[config.mk]
export PLATFORM = sky130hd
export DESIGN_NAME = irq_vector_ctrl
export DESIGN_NICKNAME = d
export VERILOG_FILES = /design/src/rtl/irqv_pkg.sv /design/src/rtl/irqv_capture.sv /design/src/rtl/irqv_lowest.sv /design/src/rtl/irq_vector_ctrl.sv
export SDC_FILE = /design/constraint.sdc
export NUM_CORES = 1
export LEC_CHECK = 0
export ABC_AREA = 1
export BUFFER_PORTS_ARGS = -buffer_cell sky130_fd_sc_hd__buf_4
export CAP_MARGIN = 25
export CORE_MARGIN = 10
export CORE_UTILIZATION = 48
export CTS_CLUSTER_DIAMETER = 40
export CTS_CLUSTER_SIZE = 30
export DETAILED_ROUTE_END_ITERATION = 12
export PLACE_DENSITY_LB_ADDON = 0.25
export SLEW_MARGIN = 20
export SYNTH_ARGS = -nofsm -noshare
export SYNTH_HDL_FRONTEND = slang
export SYNTH_SLANG_ARGS = --single-unit
[constraint.sdc]
create_clock -name clk_i -period 5.4 [get_ports clk_i]
set_clock_uncertainty 0.2 [all_clocks]
set_input_delay 0.81 -clock clk_i [delete_from_list [all_inputs] [get_ports clk_i]]
set_output_delay 0.81 -clock clk_i [all_outputs]
set_load 0.01 [all_outputs]
[src/rtl/irqv_pkg.sv]
package irqv_pkg;
    localparam int DATA_W = 32;
    localparam int MAX_IN = 32;

    // word select taken from addr[4:2]
    typedef enum logic [2:0] {
        REG_STAT   = 3'd0,
        REG_PEND   = 3'd1,
        REG_EN     = 3'd2,
        REG_ACK    = 3'd3,
        REG_SETEN  = 3'd4,
        REG_CLREN  = 3'd5,
        REG_VEC    = 3'd6,
        REG_MASTER = 3'd7
    } reg_sel_e;

    typedef enum logic {
        REQ_IDLE   = 1'b0,
        REQ_ACTIVE = 1'b1
    } req_state_e;
endpackage

[src/rtl/irqv_capture.sv]
module irqv_capture #(
    parameter int          NUM_IN    = 8,
    parameter logic [31:0] KIND_MASK = 32'h0
) (
    input  logic              clk_i,
    input  logic              rst_ni,
    input  logic [NUM_IN-1:0] src_i,
    input  logic [NUM_IN-1:0] clr_i,
    output logic [NUM_IN-1:0] set_o,
    output logic [NUM_IN-1:0] status_o
);
    logic [NUM_IN-1:0] status_q;

    for (genvar i = 0; i < NUM_IN; i++) begin : g_in
        if (KIND_MASK[i]) begin : g_edge
            logic prev_q;
            always_ff @(posedge clk_i) begin
                if (!rst_ni) prev_q <= 1'b0;
                else         prev_q <= src_i[i];
            end
            assign set_o[i] = src_i[i] & ~prev_q;
        end else begin : g_level
            assign set_o[i] = src_i[i];
        end
    end

    // capture wins over a clear arriving in the same cycle
    always_ff @(posedge clk_i) begin
        if (!rst_ni) status_q <= '0;
        else         status_q <= (status_q & ~clr_i) | set_o;
    end

    assign status_o = status_q;
endmodule

[src/rtl/irqv_lowest.sv]
module irqv_lowest #(
    parameter int NUM_IN = 8,
    parameter int IDX_W  = 32
) (
    input  logic [NUM_IN-1:0] vec_i,
    output logic              found_o,
    output logic [IDX_W-1:0]  idx_o
);
    always_comb begin
        found_o = 1'b0;
        idx_o   = '1;
        for (int i = NUM_IN - 1; i >= 0; i--) begin
            if (vec_i[i]) begin
                found_o = 1'b1;
                idx_o   = IDX_W'(i);
            end
        end
    end
endmodule

[src/rtl/irq_vector_ctrl.sv]
module irq_vector_ctrl
    import irqv_pkg::*;
#(
    parameter int          NUM_IN    = 8,
    parameter logic [31:0] KIND_MASK = 32'h0000_010F
) (
    input  logic              clk_i,
    input  logic              rst_ni,
    input  logic [4:0]        addr_i,
    input  logic              we_i,
    input  logic [31:0]       wdata_i,
    output logic [31:0]       rdata_o,
    input  logic [NUM_IN-1:0] irq_src_i,
    output logic              irq_o
);
    localparam int SEL_LSB = 2;
    localparam int SEL_W   = 3;

    reg_sel_e          sel;
    logic [NUM_IN-1:0] wmask;
    logic [NUM_IN-1:0] ack_mask;
    logic [NUM_IN-1:0] set_vec;
    logic [NUM_IN-1:0] status_q;
    logic [NUM_IN-1:0] en_q;
    logic [1:0]        me_q;
    logic [NUM_IN-1:0] pend;
    logic              any_pend;
    logic [DATA_W-1:0] vec_idx;
    logic              gate;
    req_state_e        state_q, state_d;
    logic              unused_bits;

    assign sel      = reg_sel_e'(addr_i[SEL_LSB +: SEL_W]);
    assign wmask    = wdata_i[NUM_IN-1:0];
    assign ack_mask = (we_i && sel == REG_ACK) ? wmask : '0;
    assign unused_bits = ^{addr_i[SEL_LSB-1:0], wdata_i};

    irqv_capture #(
        .NUM_IN   (NUM_IN),
        .KIND_MASK(KIND_MASK)
    ) u_capture (
        .clk_i   (clk_i),
        .rst_ni  (rst_ni),
        .src_i   (irq_src_i),
        .clr_i   (ack_mask),
        .set_o   (set_vec),
        .status_o(status_q)
    );

    // enable mask and its atomic aliases
    always_ff @(posedge clk_i) begin
        if (!rst_ni) begin
            en_q <= '0;
            me_q <= 2'b00;
        end else if (we_i) begin
            unique case (sel)
                REG_EN:     en_q <= wmask;
                REG_SETEN:  en_q <= en_q | wmask;
                REG_CLREN:  en_q <= en_q & ~wmask;
                REG_MASTER: me_q <= wdata_i[1:0];
                default:    ;
            endcase
        end
    end

    assign pend = status_q & en_q;

    irqv_lowest #(
        .NUM_IN(NUM_IN),
        .IDX_W (DATA_W)
    ) u_lowest (
        .vec_i  (pend),
        .found_o(any_pend),
        .idx_o  (vec_idx)
    );

    assign gate = me_q[0] & me_q[1];

    // request state register
    always_ff @(posedge clk_i) begin
        if (!rst_ni) state_q <= REQ_IDLE;
        else         state_q <= state_d;
    end

    // next state and output
    always_comb begin
        state_d = state_q;
        unique case (state_q)
            REQ_IDLE:   if (gate && any_pend)    state_d = REQ_ACTIVE;
            REQ_ACTIVE: if (!(gate && any_pend)) state_d = REQ_IDLE;
        endcase
    end

    assign irq_o = (state_q == REQ_ACTIVE);

    // read mux
    always_comb begin
        unique case (sel)
            REG_STAT:   rdata_o = DATA_W'(status_q);
            REG_PEND:   rdata_o = DATA_W'(pend);
            REG_EN:     rdata_o = DATA_W'(en_q);
            REG_VEC:    rdata_o = vec_idx;
            REG_MASTER: rdata_o = DATA_W'(me_q);
            default:    rdata_o = '0;
        endcase
    end
endmodule

==> key figures, run 1 <==
Hold path
  – HP Class: register to register

Job
  – Max-cap violations: 0

Floorplanning
  – Initial Utilization: about 50%
  – Die area: between 5000 and 6000 sq um
  – # rows: 20
  – Core Area: about 3000 sq um
  – Top Ports: between 80 and 90
  – DIE HEIGHT: between 70 and 80 um
  – Die Width: about 76 um

Global routing
  – Total GRT Usage: a little over an eighth
  – First-pass GRT wire length: between 5000 and 6000 um
  – Largest net degree at the start of global routing: 25
  – Vias in the first global route: around 1300
  – Remaining Overflow, GRT: 0
  – Initial antenna violation count: 0

Logic synthesis
  – Synth Cell Area: ~1500 sq um
  – Synth Area per Inst: ~6.7 sq um
  – Primary FF master, synth: dfxtp_1
  – Yosys reg bits: 23
  – Synth top area share: 30.87%
  – Area contributors post-synth: dfxtp_1, nand2_1, buf_4, inv_1, a21oi_1
  – Top-count cell post-synth: nand2_1
  – Synth top cells by count: nand2_1, inv_1, buf_4
  – Ys Warns: 0
  – Area leader, netlist: dfxtp_1
  – Syn Nets: between 200 and 300
  – Netlist cell types: 25
  – Post-Syn Instances: around 220
  – Post-synth EDFFs: 0
  – Post-synthesis sequential area ratio: 30.87%
  – FFs w/ async S/R, synth: 0%

Clocking
  – CTS tree: built
  – Post-cts resize count: 0
  – CTS Hold Buffers Added: 0
  – CTS clk-pin slew, worst paths: around 120 ps
  – Num CTS Buffers: 3
  – Post-CTS Setup Inserts: 0
  – Root buf cell: clkbuf_4
  – H-tree lvl count: 1
  – TritonCTS Sinks: 23
  – Worst-skew pair later-pin latency: 310 ps
  – Max clock buf depth: 2

Detailed routing
  – Vias: approximately 1400
  – DR DRC count: 0
  – Total Routed Length: roughly 3800 um
  – 1st-iter DRT viols: 118
  – Routed WL per cell: 13.23 um
  – Antenna Nets Post-Route: 0
  – Drt first pass iters: 4
  – DR vias/cell: around 5

Placement
  – DP Worst Slack: 2281 ps
  – Placed cells: about 280
  – Placer Congestion: about 0.87
  – Detailed Place HPWL: around 2900 um
  – Buffers on Ports: 54

Cells and area
  – Post-Layout Cell Count: 285
  – Fill count: 304
  – Final nets: 301
  – Antenna cell count: 0
  – Area grow syn2layout: 17.11%
  – Share of cells above drive strength 1: 26.98%

STA
  – Final period util: 57.37%
  – F_max: 0.3228 GHz
  – Max_slew headroom: between 60% and 70%
  – Final setup viols: 0
  – Min cycle time layout: just over 3000 ps
  – Post-route worst setup slack: 2302 ps
  – Final TNS setup: 0 ps
  – Pins Over Slew Limit: 0
  – Tightest Pin Transition: about 580 ps
  – Endpoints failing hold: 0
  – RSZ-0062 raised after global routing: false

Setup path
  – Worst path max stage delay: 490 ps
  – Crit-path cells: nand2_1, nand2_1, nor2_1, nand2_1, nor2_1, nand2_1, inv_1, buf_4
  – Bufs and invs on worst path: 2
  – CP Launch Type: register
  – Worst path most repeated cell: nand2_1
  – Crit path capture type: output pin
  – Critical Path AT: 2090 ps
  – Worst Path Class, Setup: register to output pin
  – Slowest cell on the critical path: inv_1
  – Worst Path Required: approximately 4400 ps
  – Delay-heaviest family, CP: buffers and inverters
  – Max FO, Critical Path: 24

Power and ir drop
  – Power Density: 204.3 nW/um^2
  – Cell leakage power: approximately 0.9 nW
  – VDD IR max: a little over 200 uV

Status
  – Status: completed
## kinds of logic (layout without fill, tap and decap cells)
group	count (synthesis)	count (layout)	synth area share [%]
compound gates	43	43	15.60
simple gates	93	93	30.12
buf+inv	63	93	23.41
flops	23	23	30.87
## cell type report
cell class / instances / area (sq um) / area share, %
flip-flops and latches: 23 / 460.4 / 26.36
inverters: 35 / 131.4 / 7.521
repair buffers: 54 / 405.4 / 23.21
clock buffers: 4 / 26.28 / 1.504
multi-input cells: 136 / 681.9 / 39.04
well taps: 33 / 41.29 / 2.364
## final timing paths
| kind | start | endpoint | slack, ps | cells after the start |
|---|---|---|---|---|
| worst max-delay path | u_capture.status_o[3] | rdata_o[13] | 2300 | 8 |
| worst max register to register | u_capture.status_o[3] | irq_o | 4210 | 6 |
| worst min-delay path | u_capture.g_in[2].g_edge.prev_q | u_capture.status_o[2] | 230 | 1 |
| worst min register to register | u_capture.g_in[2].g_edge.prev_q | u_capture.status_o[2] | 230 | 1 |
## power by group
part           switching (W)  internal [W]  leakage, nW
sequential        0.00000617      0.000179        0.190
combinational      0.0000497     0.0000397        0.674
clock              0.0000530     0.0000290       0.0150
total               0.000109      0.000248        0.879
## state kept, by name, summed over array words and instances, names as in the netlist
register / cells
u_capture.g_in.g_edge.prev_q: 4
irq_o: 1
me_q: 2
en_q: 8
u_capture.status_o: 8
## cell usage in the layout (no fill, tap or decap), types with 2 or more instances in the layout
cell type and n:
a21oi_1 17, inv_2 2, clkbuf_4 3, nand4_1 11, a21oi_2 2, nand2_1 49, buf_4 54, nor3_1 2
nand2_4 2, nor2_1 9, o21ai_0 17, o22ai_1 6, nand2_2 2, nand3_1 14, inv_1 32, dfxtp_1 23
## per-stage QoR
stage / hold slack [ps] / total power (W) / area [sq um] / util, %
after CTS: 234.9 / 0.0003627 / 1747 / 58.17
after detailed placement: 216.3 / 0.0002798 / 1720 / 57.29
final: 232.3 / 0.0003569 / 1747 / 58.17
after global placement: 213.8 / 0.0002785 / 1720 / 57.29
after floorplan: 207.9 / 0.0002491 / 1491 / -
after global routing: 249.8 / 0.0003802 / 1747 / 58.17
## per-layer routing
metal | GRT usage, % | vias up | wire [um]
met2 | 21.70 | 36 | 1721
met5 | 0 | - | 0
met3 | 4.818 | 5 | 327
met1 | 16.08 | 629 | 1688
li1 | - | 757 | -
met4 | 3.093 | 0 | 32
Power figures use the tool's default switching activity.
==> run 2: changes to the inputs <==
Settings changed: CORE_UTILIZATION 48 to 40.
Clock period 5.4 ns to 2.8 ns, I/O delays scaled along.
==> key figures, run 2 (synthesis results as in run 1) <==
Hold path
  – Hold path endpoint: u_capture.g_in[0].g_edge.prev_q
  – Min-delay src: irq_src_i[0]
  – WHS Path Cells: 3
  – HP Class: input pin to register

Placement
  – Placer Congestion: a little over 0.8
  – Detailed Place HPWL: 3017 um
  – Buffers on Ports: 54

Cells and area
  – Commonest cells after routing, fill and taps aside: buf_4, nand2_1, inv_1
  – Area grow syn2layout: 20.13%
  – Final core occ: between 40% and 50%
  – Commonest non-fill, non-tap cell in the layout: buf_4
  – Final nets: 302
  – Share of cells above drive strength 1: a little over a quarter
  – Antenna cell count: 0
  – Fill count: 400

Setup path
  – FF-to-FF End: irq_o
  – Worst Path Required: 2180 ps
  – Worst Path Class, Setup: register to output pin
  – CP Launch Type: register
  – Critical Path AT: around 1800 ps
  – Crit path capture type: output pin
  – Reg-to-reg slack, setup: between 1500 and 2000 ps
  – R2R cell count: 6
  – Reg-to-reg critical path startpoint: u_capture.status_o[3]
  – Max FO, Critical Path: 24

Global routing
  – Largest net degree at the start of global routing: 25
  – Remaining Overflow, GRT: 0
  – Vias in the first global route: roughly 1300
  – First-pass GRT wire length: approximately 6300 um
  – Total GRT Usage: 11.96%
  – Initial antenna violation count: 0

STA
  – Final TNS setup: 0 ps
  – Endpoints failing hold: 0
  – Max_slew headroom: just over 60%
  – Pins Over Slew Limit: 0
  – RSZ-0062 raised after global routing: false
  – Final period util: between 80 and 90%
  – F_max: approximately 0.4 GHz
  – Tightest Pin Transition: 589.6 ps
  – Min cycle time layout: approximately 2400 ps
  – Final setup viols: 0

Floorplanning
  – Initial Utilization: between 40% and 50%
  – Core Area: approximately 3600 sq um
  – DIE HEIGHT: 81.06 um
  – Die area: approximately 6600 sq um
  – Top Ports: 81
  – # rows: 22
  – Die Width: about 80 um

Clocking
  – Num CTS Buffers: 3
  – Max clock buf depth: 2
  – Post-CTS Setup Inserts: 0
  – Root buf cell: clkbuf_8
  – H-tree lvl count: 1
  – TritonCTS Sinks: 23
  – CTS clk-pin slew, worst paths: 90 ps
  – Post-cts resize count: 0
  – Worst-skew pair later-pin latency: approximately 270 ps
  – CTS Hold Buffers Added: 0
  – CTS tree: built

Detailed routing
  – Routed WL per cell: roughly 13 um
  – Antenna Nets Post-Route: 0
  – DR vias/cell: 4.841
  – Drt first pass iters: 4
  – Total Routed Length: between 3000 and 4000 um
  – DR DRC count: 0
  – 1st-iter DRT viols: 120
  – Vias: 1457

Status
  – Status: completed

Power and ir drop
  – Cell leakage power: 0.8918 nW
  – Power Density: 416.2 nW/um^2
  – VDD IR max: ~260 uV

Job
  – Max-cap violations: 0
[run 2: cell count changes in the layout (fill, tap and decap cells not counted), sizes merged]
cell / delta
buf: +1
[run 2: critical path, stage by stage, from the launching register on]
cell	delay [ps]
dfxtp_1	330
nand2_1	110
nand2_1	70
nor2_1	120
nand2_1	70
nor2_1	170
nand2_1	210
inv_1	90
buf_4	230
buf_4	160
[run 2: area by class of cell]
class | instances | area, sq um | share of cell area, %
inverter | 35 | 131.4 | 7.332
timing repair buffer | 55 | 412.9 | 23.04
clock buffer | 4 | 45.04 | 2.514
sequential | 23 | 460.4 | 25.70
tap | 48 | 60.06 | 3.352
multi-input combinational | 136 | 681.9 | 38.06
[run 2: how the worst max path moves through the flow]
stage                                      from     endpoint  slack, ps  cells past startpoint
after floorplan                       addr_i[2]  rdata_o[10]        660                      5
after global placement    u_capture.status_o[3]  rdata_o[22]        640                      9
after detailed placement  u_capture.status_o[3]  rdata_o[26]        630                      9
after CTS                 u_capture.status_o[3]  rdata_o[26]        330                      9
after global routing      u_capture.status_o[1]   rdata_o[8]        170                      9
final                     u_capture.status_o[3]  rdata_o[18]        360                      9
[run 2: per-stage QoR]
stage	setup WS, ps	area [sq um]	std cells	total power (W)	hold slack, ps
6_report	357.4	1792	301	0.0007457	146.1
2_1_floorplan	663.4	1491	222	0.0004805	207.9
3_5_place_dp	633.6	1747	297	0.0005416	214.9
3_3_place_gp	641.7	1747	297	0.0005400	220.4
4_1_cts	330.6	1792	301	0.0007531	141.4
5_1_grt	166.1	1792	301	0.0007889	139.1
[run 2: power by group]
part | internal, W | switching (W) | total (W)
Clock | 0.000102 | 0.000111 | 0.000213
Sequential | 0.000346 | 0.0000122 | 0.000358
Combinational | 0.0000773 | 0.0000975 | 0.000175
Total | 0.000525 | 0.000221 | 0.000746
[run 2: layer usage]
metal,share of wire [%],GRT usage [%],vias up,wire length (um)
met1,47,16.18,644,1864
met4,0.30,3.114,0,12
met2,43,17.28,51,1722
li1,-,-,760,-
met5,0,0,-,0
met3,9.8,4.636,2,389
==> run 3: changes to the inputs <==
Settings changed: CORE_UTILIZATION 40 to 44.
Clock period 2.8 ns to 2.5 ns, I/O delays scaled along.
==> key figures, run 3 (synthesis results as in run 1) <==
STA
  – Final TNS setup: 0 ps
  – Post-route worst setup slack: 212.4 ps
  – F_max: about 0.44 GHz
  – Endpoints failing hold: 0
  – Pins Over Slew Limit: 0
  – Final setup viols: 0
  – Min cycle time layout: 2288 ps
  – RSZ-0062 raised after global routing: false
  – Max_slew headroom: a little over three fifths
  – Final period util: about 90%
  – Tightest Pin Transition: approximately 550 ps

Floorplanning
  – # rows: 21
  – DIE HEIGHT: 78.22 um
  – Die area: roughly 6100 sq um
  – Initial Utilization: around 45%
  – Top Ports: slightly above 80
  – Core Area: approximately 3300 sq um
  – Die Width: 78.22 um

Power and ir drop
  – Power Density: approximately 440 nW/um^2
  – Cell leakage power: 0.8918 nW
  – VDD IR max: about 250 uV

Placement
  – Placer Congestion: 0.8828
  – Buffers on Ports: 54
  – DP Area: ~1800 sq um
  – Detailed Place HPWL: between 2000 and 3000 um
  – DP Worst Slack: between 400 and 500 ps

Hold path
  – HP Class: input pin to register

Global routing
  – First-pass GRT wire length: ~6300 um
  – Vias in the first global route: about 1400
  – Largest net degree at the start of global routing: 25
  – Remaining Overflow, GRT: 0
  – Initial antenna violation count: 0
  – Total GRT Usage: 12.07%

Clocking
  – Post-cts resize count: 0
  – TritonCTS Sinks: 23
  – H-tree lvl count: 1
  – Num CTS Buffers: 3
  – Post-CTS Setup Inserts: 0
  – Max clock buf depth: 2
  – Worst-skew pair later-pin latency: 320 ps
  – Root buf cell: clkbuf_4
  – CTS Hold Buffers Added: 0
  – CTS tree: built
  – CTS clk-pin slew, worst paths: roughly 130 ps

Setup path
  – FF-to-FF End: irq_o
  – Reg-to-reg slack, setup: 1260 ps
  – Slowest cell on the critical path: dfxtp_1
  – Worst Path Required: 1920 ps
  – Max FO, Critical Path: 24
  – WP depth: 9
  – Worst Path Class, Setup: register to output pin
  – Crit path capture type: output pin
  – Reg-to-reg critical path startpoint: u_capture.status_o[3]
  – Bufs and invs on worst path: 3
  – Crit-path cells: nand2_1, nand2_1, nor2_1, nand2_1, nor2_1, nand2_1, inv_1, buf_6, buf_4
  – Worst path most repeated cell: nand2_1
  – Delay-heaviest family, CP: simple AND/OR/NAND/NOR gates
  – CP Launch Type: register
  – Setup crit start: u_capture.status_o[3]
  – Worst Setup EP: rdata_o[25]
  – R2R cell count: 6
  – Worst path max stage delay: between 300 and 400 ps
  – Critical Path AT: roughly 1700 ps

Detailed routing
  – DR vias/cell: between 4 and 5
  – Routed WL per cell: ~13 um
  – DR DRC count: 0
  – Total Routed Length: between 3000 and 4000 um
  – 1st-iter DRT viols: 90
  – Vias: approximately 1500
  – Antenna Nets Post-Route: 0
  – Drt first pass iters: 4

Cells and area
  – Post-route cell area: between 1500 and 2000 sq um
  – Antenna cell count: 0
  – Final core occ: 53.85%
  – Fill count: 369
  – Final nets: about 300
  – Share of cells above drive strength 1: 27.95%
  – Commonest non-fill, non-tap cell in the layout: buf_4
  – Area grow syn2layout: 19.55%
  – Commonest cells after routing, fill and taps aside: buf_4, nand2_1, inv_1

Status
  – Status: completed

Job
  – Max-cap violations: 0
-- run 3: final cells by class --
| class | count | area [sq um] | share of cell area, % |
|---|---|---|---|
| flip-flops and latches | 23 | 460.4 | 25.82 |
| inverters | 35 | 131.4 | 7.368 |
| well taps | 46 | 57.56 | 3.228 |
| repair buffers | 56 | 424.2 | 23.79 |
| multi-input cells | 136 | 681.9 | 38.25 |
| clock inverters | 1 | 5.005 | 0.2807 |
| clock buffers | 3 | 22.52 | 1.263 |
-- run 3: layer usage --
layer  GRT usage (%)  part of all wire (%)  up-vias
met3           3.986                   8.0        4
met1           15.72                    47      654
met2           18.34                    44       45
met5               0                     0        -
met4           3.763                  0.91        0
li1                -                     -      762
-- run 3: where the power goes --
group / internal (W) / total [W] / switching, W / leakage (nW)
Sequential: 0.000388 / 0.000402 / 0.0000139 / 0.190
Combinational: 0.0000882 / 0.000197 / 0.000109 / 0.684
Clock: 0.0000599 / 0.000178 / 0.000118 / 0.0177
Total: 0.000536 / 0.000776 / 0.000240 / 0.892
-- run 3: worst min path at each step --
stage | start | endpoint | slack (ps) | cells after the start
floorplan | u_capture.g_in[0].g_edge.prev_q | u_capture.status_o[0] | 210 | 1
global route | irq_src_i[3] | u_capture.g_in[3].g_edge.prev_q | 60 | 3
global placement | u_capture.g_in[3].g_edge.prev_q | u_capture.status_o[3] | 220 | 1
CTS | irq_src_i[3] | u_capture.g_in[3].g_edge.prev_q | 50 | 3
finish | irq_src_i[3] | u_capture.g_in[3].g_edge.prev_q | 50 | 3
detailed placement | u_capture.g_in[1].g_edge.prev_q | u_capture.status_o[1] | 220 | 1
-- run 3: worst min-delay path, stage by stage --
cell and delay, ps:
buf_4 70, nand2_1 50, inv_1 50
-- run 3: through the flow --
stage          cells  hold slack (ps)  total power, W
2_1_floorplan    222            207.9       0.0005382
3_3_place_gp     296            215.7       0.0006046
3_5_place_dp     296            217.4       0.0006081
4_1_cts          300            45.85       0.0007814
5_1_grt          300            61.25       0.0008118
6_report         300            46.36       0.0007761
